`src/rtl/sr_pkg.sv`:
```
package sr_pkg;

    // Widest period the block can represent, in reference-clock counts.
    localparam int SR_PW = 16;

    typedef logic [SR_PW-1:0] period_t;

    // What happened on the sync input in the current cycle.
    typedef enum logic [1:0] {
        EV_IDLE    = 2'd0,
        EV_START   = 2'd1,
        EV_SYNC    = 2'd2,
        EV_TIMEOUT = 2'd3
    } ev_kind_e;

    typedef struct packed {
        ev_kind_e kind;
        period_t  period;
    } frame_ev_t;

    // Judgement of one frame event.
    typedef struct packed {
        logic    good;    // in range and regular
        logic    fault;   // drops lock
        period_t period;
    } verdict_t;

    typedef enum logic [1:0] {
        RC_SLOW = 2'd0,
        RC_MID  = 2'd1,
        RC_FAST = 2'd2
    } rate_class_e;

    function automatic period_t abs_diff(period_t a, period_t b);
        return (a > b) ? (a - b) : (b - a);
    endfunction

    function automatic logic in_window(period_t p, period_t lo, period_t hi);
        return (p >= lo) && (p <= hi);
    endfunction

    function automatic rate_class_e classify(period_t p, period_t fast_max,
                                             period_t slow_min);
        if (p <= fast_max) return RC_FAST;
        if (p >= slow_min) return RC_SLOW;
        return RC_MID;
    endfunction

endpackage

```
`src/rtl/sr_period_counter.sv`:
```
module sr_period_counter
    import sr_pkg::*;
#(
    parameter int MAX_PERIOD = 1117
) (
    input  logic      clk_i,
    input  logic      rst_i,
    input  logic      fsync_i,
    output frame_ev_t ev_o
);
    localparam period_t LIMIT = period_t'(MAX_PERIOD);
    localparam period_t SAT   = period_t'(MAX_PERIOD + 1);

    // 0 = no sync seen yet; otherwise edges since the last sync (saturating).
    period_t cnt;

    always_ff @(posedge clk_i) begin
        if (rst_i) begin
            cnt <= '0;
        end else if (fsync_i) begin
            cnt <= period_t'(1);
        end else if (cnt != '0 && cnt != SAT) begin
            cnt <= cnt + period_t'(1);
        end
    end

    always_comb begin
        ev_o.period = cnt;
        if (fsync_i) begin
            ev_o.kind = (cnt == '0) ? EV_START : EV_SYNC;
        end else if (cnt == LIMIT) begin
            ev_o.kind = EV_TIMEOUT;
        end else begin
            ev_o.kind = EV_IDLE;
        end
    end

    // A silence raises exactly one timeout event.
    AST_TIMEOUT_ONCE: assert property (@(posedge clk_i) disable iff (rst_i)
        (ev_o.kind == EV_TIMEOUT) |=> (ev_o.kind != EV_TIMEOUT));

    // A measured period is never zero.
    AST_SYNC_NONZERO: assert property (@(posedge clk_i) disable iff (rst_i)
        (ev_o.kind == EV_SYNC) |-> (ev_o.period != '0));

endmodule

```
`src/rtl/sr_interval_judge.sv`:
```
module sr_interval_judge
    import sr_pkg::*;
#(
    parameter int MIN_PERIOD = 227,
    parameter int MAX_PERIOD = 1117,
    parameter int JITTER_TOL = 4
) (
    input  logic      clk_i,
    input  logic      rst_i,
    input  frame_ev_t ev_i,
    output verdict_t  v_o
);
    localparam period_t LO  = period_t'(MIN_PERIOD);
    localparam period_t HI  = period_t'(MAX_PERIOD);
    localparam period_t TOL = period_t'(JITTER_TOL);

    period_t ref_q;
    logic    ref_ok_q;
    logic    in_range;
    logic    regular;
    logic    is_sync;

    always_comb begin
        is_sync  = (ev_i.kind == EV_SYNC);
        in_range = in_window(ev_i.period, LO, HI);
        regular  = !ref_ok_q || (abs_diff(ev_i.period, ref_q) <= TOL);
        v_o.period = ev_i.period;
        v_o.good   = is_sync && in_range && regular;
        v_o.fault  = (is_sync && !(in_range && regular)) ||
                     (ev_i.kind == EV_TIMEOUT);
    end

    always_ff @(posedge clk_i) begin
        if (rst_i) begin
            ref_q    <= '0;
            ref_ok_q <= 1'b0;
        end else begin
            unique case (ev_i.kind)
                EV_SYNC: begin
                    ref_ok_q <= in_range;
                    if (in_range) ref_q <= ev_i.period;
                end
                EV_TIMEOUT: ref_ok_q <= 1'b0;
                default: ;
            endcase
        end
    end

    // The opening sync after reset is never judged good.
    AST_START_UNJUDGED: assert property (@(posedge clk_i) disable iff (rst_i)
        (ev_i.kind == EV_START) |-> !v_o.good && !v_o.fault);

    AST_RANGE_FAULT: assert property (@(posedge clk_i) disable iff (rst_i)
        (ev_i.kind == EV_SYNC && (ev_i.period < LO || ev_i.period > HI))
        |-> v_o.fault);

    AST_JUMP_FAULT: assert property (@(posedge clk_i) disable iff (rst_i)
        (ev_i.kind == EV_SYNC && ref_ok_q && abs_diff(ev_i.period, ref_q) > TOL)
        |-> v_o.fault);

    AST_GOOD_EXCLUSIVE: assert property (@(posedge clk_i) disable iff (rst_i)
        !(v_o.good && v_o.fault));

endmodule

```
`src/rtl/sr_lock_tracker.sv`:
```
module sr_lock_tracker #(
    parameter int LOCK_GOOD = 8
) (
    input  logic clk_i,
    input  logic rst_i,
    input  logic good_i,
    input  logic fault_i,
    output logic unlock_o
);
    localparam int RUN_W = (LOCK_GOOD < 2) ? 1 : $clog2(LOCK_GOOD + 1);
    localparam logic [RUN_W-1:0] RUN_FULL = RUN_W'(LOCK_GOOD);

    logic [RUN_W-1:0] run_q;

    always_ff @(posedge clk_i) begin
        if (rst_i) begin
            run_q <= '0;
        end else if (fault_i) begin
            run_q <= '0;
        end else if (good_i && run_q != RUN_FULL) begin
            run_q <= run_q + RUN_W'(1);
        end
    end

    assign unlock_o = (run_q != RUN_FULL);

    AST_UNLOCK_AFTER_FAULT: assert property (@(posedge clk_i) disable iff (rst_i)
        fault_i |=> unlock_o);

    AST_LOCK_ONLY_ON_GOOD: assert property (@(posedge clk_i) disable iff (rst_i)
        $fell(unlock_o) |-> $past(good_i));

    AST_LOCK_HELD: assert property (@(posedge clk_i) disable iff (rst_i)
        (!unlock_o && good_i) |=> !unlock_o);

endmodule

```
`src/rtl/sr_rate_hyst.sv`:
```
module sr_rate_hyst
    import sr_pkg::*;
#(
    parameter int FAST_MAX = 278,
    parameter int SLOW_MIN = 456
) (
    input  logic    clk_i,
    input  logic    rst_i,
    input  logic    good_i,
    input  period_t period_i,
    output logic    high_o
);
    localparam period_t FMAX = period_t'(FAST_MAX);
    localparam period_t SMIN = period_t'(SLOW_MIN);

    rate_class_e cls;

    always_comb cls = classify(period_i, FMAX, SMIN);

    always_ff @(posedge clk_i) begin
        if (rst_i) begin
            high_o <= 1'b0;
        end else if (good_i) begin
            unique case (cls)
                RC_FAST: high_o <= 1'b1;
                RC_SLOW: high_o <= 1'b0;
                default: ;
            endcase
        end
    end

    AST_HR_SET: assert property (@(posedge clk_i) disable iff (rst_i)
        (good_i && period_i <= FMAX) |=> high_o);

    AST_HR_CLEAR: assert property (@(posedge clk_i) disable iff (rst_i)
        (good_i && period_i >= SMIN) |=> !high_o);

    AST_HR_HOLD: assert property (@(posedge clk_i) disable iff (rst_i)
        (!good_i || (period_i > FMAX && period_i < SMIN)) |=> $stable(high_o));

endmodule

```
`src/rtl/sr_rate_classifier.sv`:
```
module sr_rate_classifier
    import sr_pkg::*;
#(
    parameter int REF_KHZ    = 24576, // reference clock, kHz
    parameter int MIN_PERIOD = 227,   // about 108 kHz
    parameter int FAST_MAX   = 278,   // about 88.2 kHz
    parameter int SLOW_MIN   = 456,   // about 54 kHz
    parameter int MAX_PERIOD = 1117,  // about 22 kHz
    parameter int JITTER_TOL = 4,
    parameter int LOCK_GOOD  = 8
) (
    input  logic clk_i,
    input  logic rst_i,
    input  logic fsync_i,
    output logic high_rate_o,
    output logic unlock_o
);
    // Worst-case qualification: LOCK_GOOD+1 syncs at the slowest rate, in 20 ms.
    localparam longint LOCK_BUDGET = longint'(REF_KHZ) * 20;
    localparam longint LOCK_WORST  = longint'(LOCK_GOOD + 1) * MAX_PERIOD;

    initial begin : cfg_check
        assert (MIN_PERIOD >= 2 && MIN_PERIOD <= FAST_MAX && FAST_MAX < SLOW_MIN
                && SLOW_MIN <= MAX_PERIOD && MAX_PERIOD + 1 < (1 << SR_PW)
                && LOCK_GOOD >= 1 && LOCK_WORST < LOCK_BUDGET)
            else $error("sr_rate_classifier: inconsistent period parameters");
    end

    frame_ev_t ev;
    verdict_t  verdict;

    sr_period_counter #(
        .MAX_PERIOD (MAX_PERIOD)
    ) u_count (
        .clk_i   (clk_i),
        .rst_i   (rst_i),
        .fsync_i (fsync_i),
        .ev_o    (ev)
    );

    sr_interval_judge #(
        .MIN_PERIOD (MIN_PERIOD),
        .MAX_PERIOD (MAX_PERIOD),
        .JITTER_TOL (JITTER_TOL)
    ) u_judge (
        .clk_i (clk_i),
        .rst_i (rst_i),
        .ev_i  (ev),
        .v_o   (verdict)
    );

    sr_lock_tracker #(
        .LOCK_GOOD (LOCK_GOOD)
    ) u_lock (
        .clk_i    (clk_i),
        .rst_i    (rst_i),
        .good_i   (verdict.good),
        .fault_i  (verdict.fault),
        .unlock_o (unlock_o)
    );

    sr_rate_hyst #(
        .FAST_MAX (FAST_MAX),
        .SLOW_MIN (SLOW_MIN)
    ) u_hyst (
        .clk_i    (clk_i),
        .rst_i    (rst_i),
        .good_i   (verdict.good),
        .period_i (verdict.period),
        .high_o   (high_rate_o)
    );

    AST_RESET_STATE: assert property (@(posedge clk_i)
        $past(rst_i) |-> (unlock_o && !high_rate_o));

    AST_TIMEOUT_UNLOCKS: assert property (@(posedge clk_i) disable iff (rst_i)
        (ev.kind == EV_TIMEOUT) |=> unlock_o);

    AST_IDLE_NO_RATE_CHANGE: assert property (@(posedge clk_i) disable iff (rst_i)
        !fsync_i |=> $stable(high_rate_o));

endmodule

```
`config.mk`:
```
export PLATFORM = sky130hd
export DESIGN_NAME = sr_rate_classifier
export DESIGN_NICKNAME = d
export VERILOG_FILES = /design/src/rtl/sr_pkg.sv /design/src/rtl/sr_period_counter.sv /design/src/rtl/sr_interval_judge.sv /design/src/rtl/sr_lock_tracker.sv /design/src/rtl/sr_rate_hyst.sv /design/src/rtl/sr_rate_classifier.sv
export SDC_FILE = /design/constraint.sdc
export NUM_CORES = 1
export LEC_CHECK = 0
export ABC_CLOCK_PERIOD_IN_PS = 4900
export BUFFER_PORTS_ARGS = -buffer_cell sky130_fd_sc_hd__buf_2
export CORE_MARGIN = 2
export CORE_UTILIZATION = 50
export CTS_CLUSTER_SIZE = 24
export DETAILED_ROUTE_END_ITERATION = 8
export GPL_TIMING_DRIVEN = 0
export HOLD_SLACK_MARGIN = 0.12
export PLACE_DENSITY = 0.66
export SYNTH_ARGS = -nofsm -noshare
export SYNTH_HDL_FRONTEND = slang
export SYNTH_HIERARCHICAL = 1
export SYNTH_SLANG_ARGS = --single-unit
```
`constraint.sdc`:
```
create_clock -name clk_i -period 4.9 [get_ports clk_i]
set_clock_uncertainty 0.1 [all_clocks]
set_input_delay 0.98 -clock clk_i [delete_from_list [all_inputs] [get_ports clk_i]]
set_output_delay 0.98 -clock clk_i [all_outputs]
set_load 0.01 [all_outputs]
```
==> flow_summary.ini <==
[run_status]
run_status = finished clean

[critical_path]
crit_path_start_kind = register
cp_slowest_stage_delay_ps = 560
worst_endpoint_required_time_ps = 5030
slowest_library_cell_on_the_worst_path = sky130_fd_sc_hd__dfxtp_1
cp.arrival_ps = 4540
timing.rr.start = u_count/cnt[8]
end_kind = register
r2r_end = u_lock/run_q[2]
cp_cell_sequence = inv_1 -> ha_1 -> buf_2 -> clkbuf_1 -> nor2_1 -> mux2i_1 -> o2111ai_1 -> a311oi_1 -> o311ai_0 -> a2111o_1 -> a221oi_2 -> nand4_1 -> a31oi_1 -> nand2_1 -> or3_1 -> a21boi_1
critPathTopFamily = compound AO/OA/AOI/OAI gates
path_max_fanout = 11
path_buf_inv = 3
number_of_cells_on_the_worst_reg_to_reg_path = 16
critical_path_class = register to register
ff2ff_setup_slack_ps = 480

[clocking]
worstSkewPairLatency_ps = 290
cts.reportedPaths.clkPinSlew_ps = 80
cts.repair.resized = 0
cts_setup_buffers = 0
cts_num_sinks = 38
htreeDepth = 2
cts_inserted_buffers = 5
tritoncts = yes
ctsRootBufferMaster = sky130_fd_sc_hd__clkbuf_8
cts.hold.buffers_added = 0
cts_max_path_buffers = 2

[yosys]
synth_cell_type_count = 69
postSynth.topFlopCell = sky130_fd_sc_hd__dfxtp_1
synth.ff_latch_count = 38
syn_area_um2 = 3637
synth_seq_area_share_pct = 20.92
synth_nets = 512
yosys_warnings = 6
netlist_instances = 472
synth-async-reset-ratio_pct = 0
netlist.top_cell.by_area = sky130_fd_sc_hd__dfxtp_1
synth_top_cells_by_area = sky130_fd_sc_hd__dfxtp_1 21%, sky130_fd_sc_hd__ha_1 13%, sky130_fd_sc_hd__inv_1 5.2%, sky130_fd_sc_hd__mux2i_1 4.4%, sky130_fd_sc_hd__nor2_1 4.2%
synth_edf_count = 0
yosysTopAreaCellShare_pct = 20.92
synthesis.area_per_instance_um2 = 7.706

[global_routing]
grt_overflow_total = 0
grt_antenna_before_repair = 0
maximum_number_of_pins_on_one_net_before_global_route_repair = 14
via_count_of_the_first_global_routing_pass = 2927
groute.usage.overall_pct = 22.20
global_route_wire_length_before_repair_um = 13850

[sta]
setup_violations = 0
final.min_clock_period_ps = 4419
maxSlewViolCount = 0
final_hold_viol_count = 0
final.setup.tns_ps = 0
maxSlewHeadroom_pct = 61.72
tightestPinTransition_ps = 571.5
rsz0062_at_grt = no
fmax_mhz = 226.3
post-route-period-util_pct = 90.18

[drt]
detail_route.wirelength_um = 8388
drc = 0
postRouteAntennaNets = 0
firstDrtPassIters = 4
routed_via_density = 5.590
route.vias.total = 3259
drt-initial-drc-count = 95
wl_per_cell_um = 14.39

[final_layout]
fill_cells = 711
synthToLayoutAreaGrowth_pct = 6.570
diodes = 0
layout-drive-gt1-share_pct = 12.19
layout.core_utilization_pct = 54.31
design.final.nets = 523

[hold_path]
worst_hold_path.endpoint = u_judge/ref_q[15]
class_of_the_tightest_hold_or_removal_check = register to register
hold-path-cell-count = 2
hold_start = u_judge/ref_q[15]

[floorplan]
die-area_um2 = 7973
fp.dieH_um = 89.29
initial_utilization_pct = 50.96
io_pins = 5
chipWidth_um = 89.29
floorplan.core_area_um2 = 7137
core.rowCount = 31

[placement]
port_buffers = 4
gp_congestion = 0.8574
hpwl_um = 6600

[run]
drv_cap = 0

[pwr]
max_rail_drop_vdd_uv = 200.0
leak_pwr_uw = 0.001666
cellPowerDensity_nw_per_um2 = 165.0
==> sequential cells by signal, summed over array words and instances, names as in the netlist <==
register	cells
u_count/cnt	16
u_hyst/high_o	1
u_judge/ref_ok_q	1
u_judge/ref_q	16
u_lock/run_q	4
==> layer usage <==
layer	up-vias	track usage, %	wire length (um)
met2	57	38.25	4072
li1	1664	-	-
met4	0	7.056	82
met1	1534	29.20	4069
met5	-	0	0
met3	4	2.124	163
==> synth_stat cells, types with 4 or more instances <==
| library cell | n |
|---|---|
| sky130_fd_sc_hd__o21ai_0 | 18 |
| sky130_fd_sc_hd__and3_1 | 5 |
| sky130_fd_sc_hd__dfxtp_1 | 38 |
| sky130_fd_sc_hd__or4_1 | 4 |
| sky130_fd_sc_hd__buf_4 | 17 |
| sky130_fd_sc_hd__buf_2 | 8 |
| sky130_fd_sc_hd__a21oi_1 | 30 |
| sky130_fd_sc_hd__nor3_1 | 16 |
| sky130_fd_sc_hd__buf_6 | 4 |
| sky130_fd_sc_hd__xor2_1 | 13 |
| sky130_fd_sc_hd__ha_1 | 37 |
| sky130_fd_sc_hd__inv_1 | 50 |
| sky130_fd_sc_hd__nand3_1 | 15 |
| sky130_fd_sc_hd__xnor2_1 | 11 |
| sky130_fd_sc_hd__nor2b_1 | 7 |
| sky130_fd_sc_hd__clkbuf_1 | 5 |
| sky130_fd_sc_hd__nand2_1 | 24 |
| sky130_fd_sc_hd__o21bai_1 | 4 |
| sky130_fd_sc_hd__mux2i_1 | 16 |
| sky130_fd_sc_hd__nor2_1 | 41 |
| sky130_fd_sc_hd__nand2b_1 | 4 |
| sky130_fd_sc_hd__a21o_1 | 10 |
| sky130_fd_sc_hd__and2_1 | 4 |
| sky130_fd_sc_hd__a31oi_1 | 5 |
| sky130_fd_sc_hd__nand4_1 | 10 |
| sky130_fd_sc_hd__or3_1 | 9 |
==> per-stage QoR <==
stage | power [uW] | setup WS (ps) | area, um2 | std cells | hold slack (ps)
after floorplan | 400.5 | 1209 | 3637 | 472 | 327.9
after global placement | 420.6 | 601.6 | 3781 | 575 | 345.0
after detailed placement | 422.8 | 563.4 | 3781 | 575 | 354.8
after CTS | 649.0 | 550.6 | 3876 | 583 | 367.3
after global routing | 673.6 | 163.6 | 3876 | 583 | 403.6
final | 639.5 | 481.3 | 3876 | 583 | 365.8
==> worst max path at each step <==
| stage | start | to | slack (ps) | cells after the start |
|---|---|---|---|---|
| final | u_count/cnt[8] | u_lock/run_q[2] | 480 | 16 |
| after global routing | u_count/cnt[3] | u_lock/run_q[2] | 160 | 15 |
| after CTS | u_count/cnt[3] | u_lock/run_q[2] | 550 | 15 |
| after detailed placement | u_count/cnt[3] | u_lock/run_q[2] | 560 | 15 |
| after global placement | u_count/cnt[3] | u_lock/run_q[2] | 600 | 15 |
| after floorplan | u_count/cnt[3] | u_lock/run_q[2] | 1210 | 15 |
==> cell usage in the layout, fill, tap and decap left out, types with 3 or more instances in the layout <==
cell type | Yosys | layout
sky130_fd_sc_hd__xnor2_1 | 11 | 11
sky130_fd_sc_hd__nor2b_1 | 7 | 7
sky130_fd_sc_hd__a21oi_1 | 30 | 30
sky130_fd_sc_hd__dfxtp_1 | 38 | 38
sky130_fd_sc_hd__buf_6 | 4 | 4
sky130_fd_sc_hd__o21a_1 | 3 | 3
sky130_fd_sc_hd__nor3b_1 | 3 | 3
sky130_fd_sc_hd__o21ai_0 | 18 | 18
sky130_fd_sc_hd__nor2_1 | 41 | 41
sky130_fd_sc_hd__xor2_1 | 13 | 13
sky130_fd_sc_hd__o21bai_1 | 4 | 4
sky130_fd_sc_hd__buf_4 | 17 | 17
sky130_fd_sc_hd__clkbuf_8 | 0 | 6
sky130_fd_sc_hd__a21o_1 | 10 | 10
sky130_fd_sc_hd__clkbuf_1 | 5 | 5
sky130_fd_sc_hd__or2_2 | 3 | 3
sky130_fd_sc_hd__mux2i_1 | 16 | 16
sky130_fd_sc_hd__o21ai_1 | 3 | 3
sky130_fd_sc_hd__nand3_1 | 15 | 15
sky130_fd_sc_hd__o211ai_1 | 3 | 3
sky130_fd_sc_hd__ha_1 | 37 | 37
sky130_fd_sc_hd__or4_1 | 4 | 4
sky130_fd_sc_hd__nand4_1 | 10 | 10
sky130_fd_sc_hd__clkbuf_2 | 3 | 3
sky130_fd_sc_hd__inv_1 | 50 | 50
sky130_fd_sc_hd__or3_1 | 9 | 9
sky130_fd_sc_hd__and2_1 | 4 | 4
sky130_fd_sc_hd__a31oi_1 | 5 | 5
sky130_fd_sc_hd__nand2b_1 | 4 | 4
sky130_fd_sc_hd__nand2_1 | 24 | 24
sky130_fd_sc_hd__nor3_1 | 16 | 16
sky130_fd_sc_hd__and3_1 | 5 | 5
sky130_fd_sc_hd__buf_2 | 8 | 12
sky130_fd_sc_hd__o22ai_1 | 3 | 3
==> layout make-up <==
cell class              instances  area (um2)  area share (%)
plain buffers                  38       250.2           6.456
clock buffers                   6       82.58           2.130
clock inverters                 2       12.51          0.3228
inverters                      50       187.7           4.842
multi-input cells             346        2439           62.91
flip-flops and latches         38       760.7           19.63
well taps                      99       123.9           3.196
repair buffers                  4       20.02          0.5165
==> kinds of logic after synthesis <==
family / count (synthesis) / synth area share, %
fa+ha+maj: 37 / 12.73
xor+xnor: 24 / 5.779
mux: 16 / 4.403
simple gates: 159 / 23.94
buf+inv: 88 / 12.04
compound gates: 110 / 20.19
flops: 38 / 20.92
==> power breakdown <==
part / total [uW] / switching (uW) / internal (uW)
Clock: 223 / 109 / 113
Sequential: 314 / 4.14 / 310
Combinational: 103 / 55.8 / 47.0
Total: 640 / 169 / 470
==> tightest hold or removal path, cell delays in order (launching register included) <==
cell and delay (ps):
sky130_fd_sc_hd__dfxtp_1 300, sky130_fd_sc_hd__inv_1 70, sky130_fd_sc_hd__nor3_1 50
No activity file was read; power rests on OpenSTA's default activity.
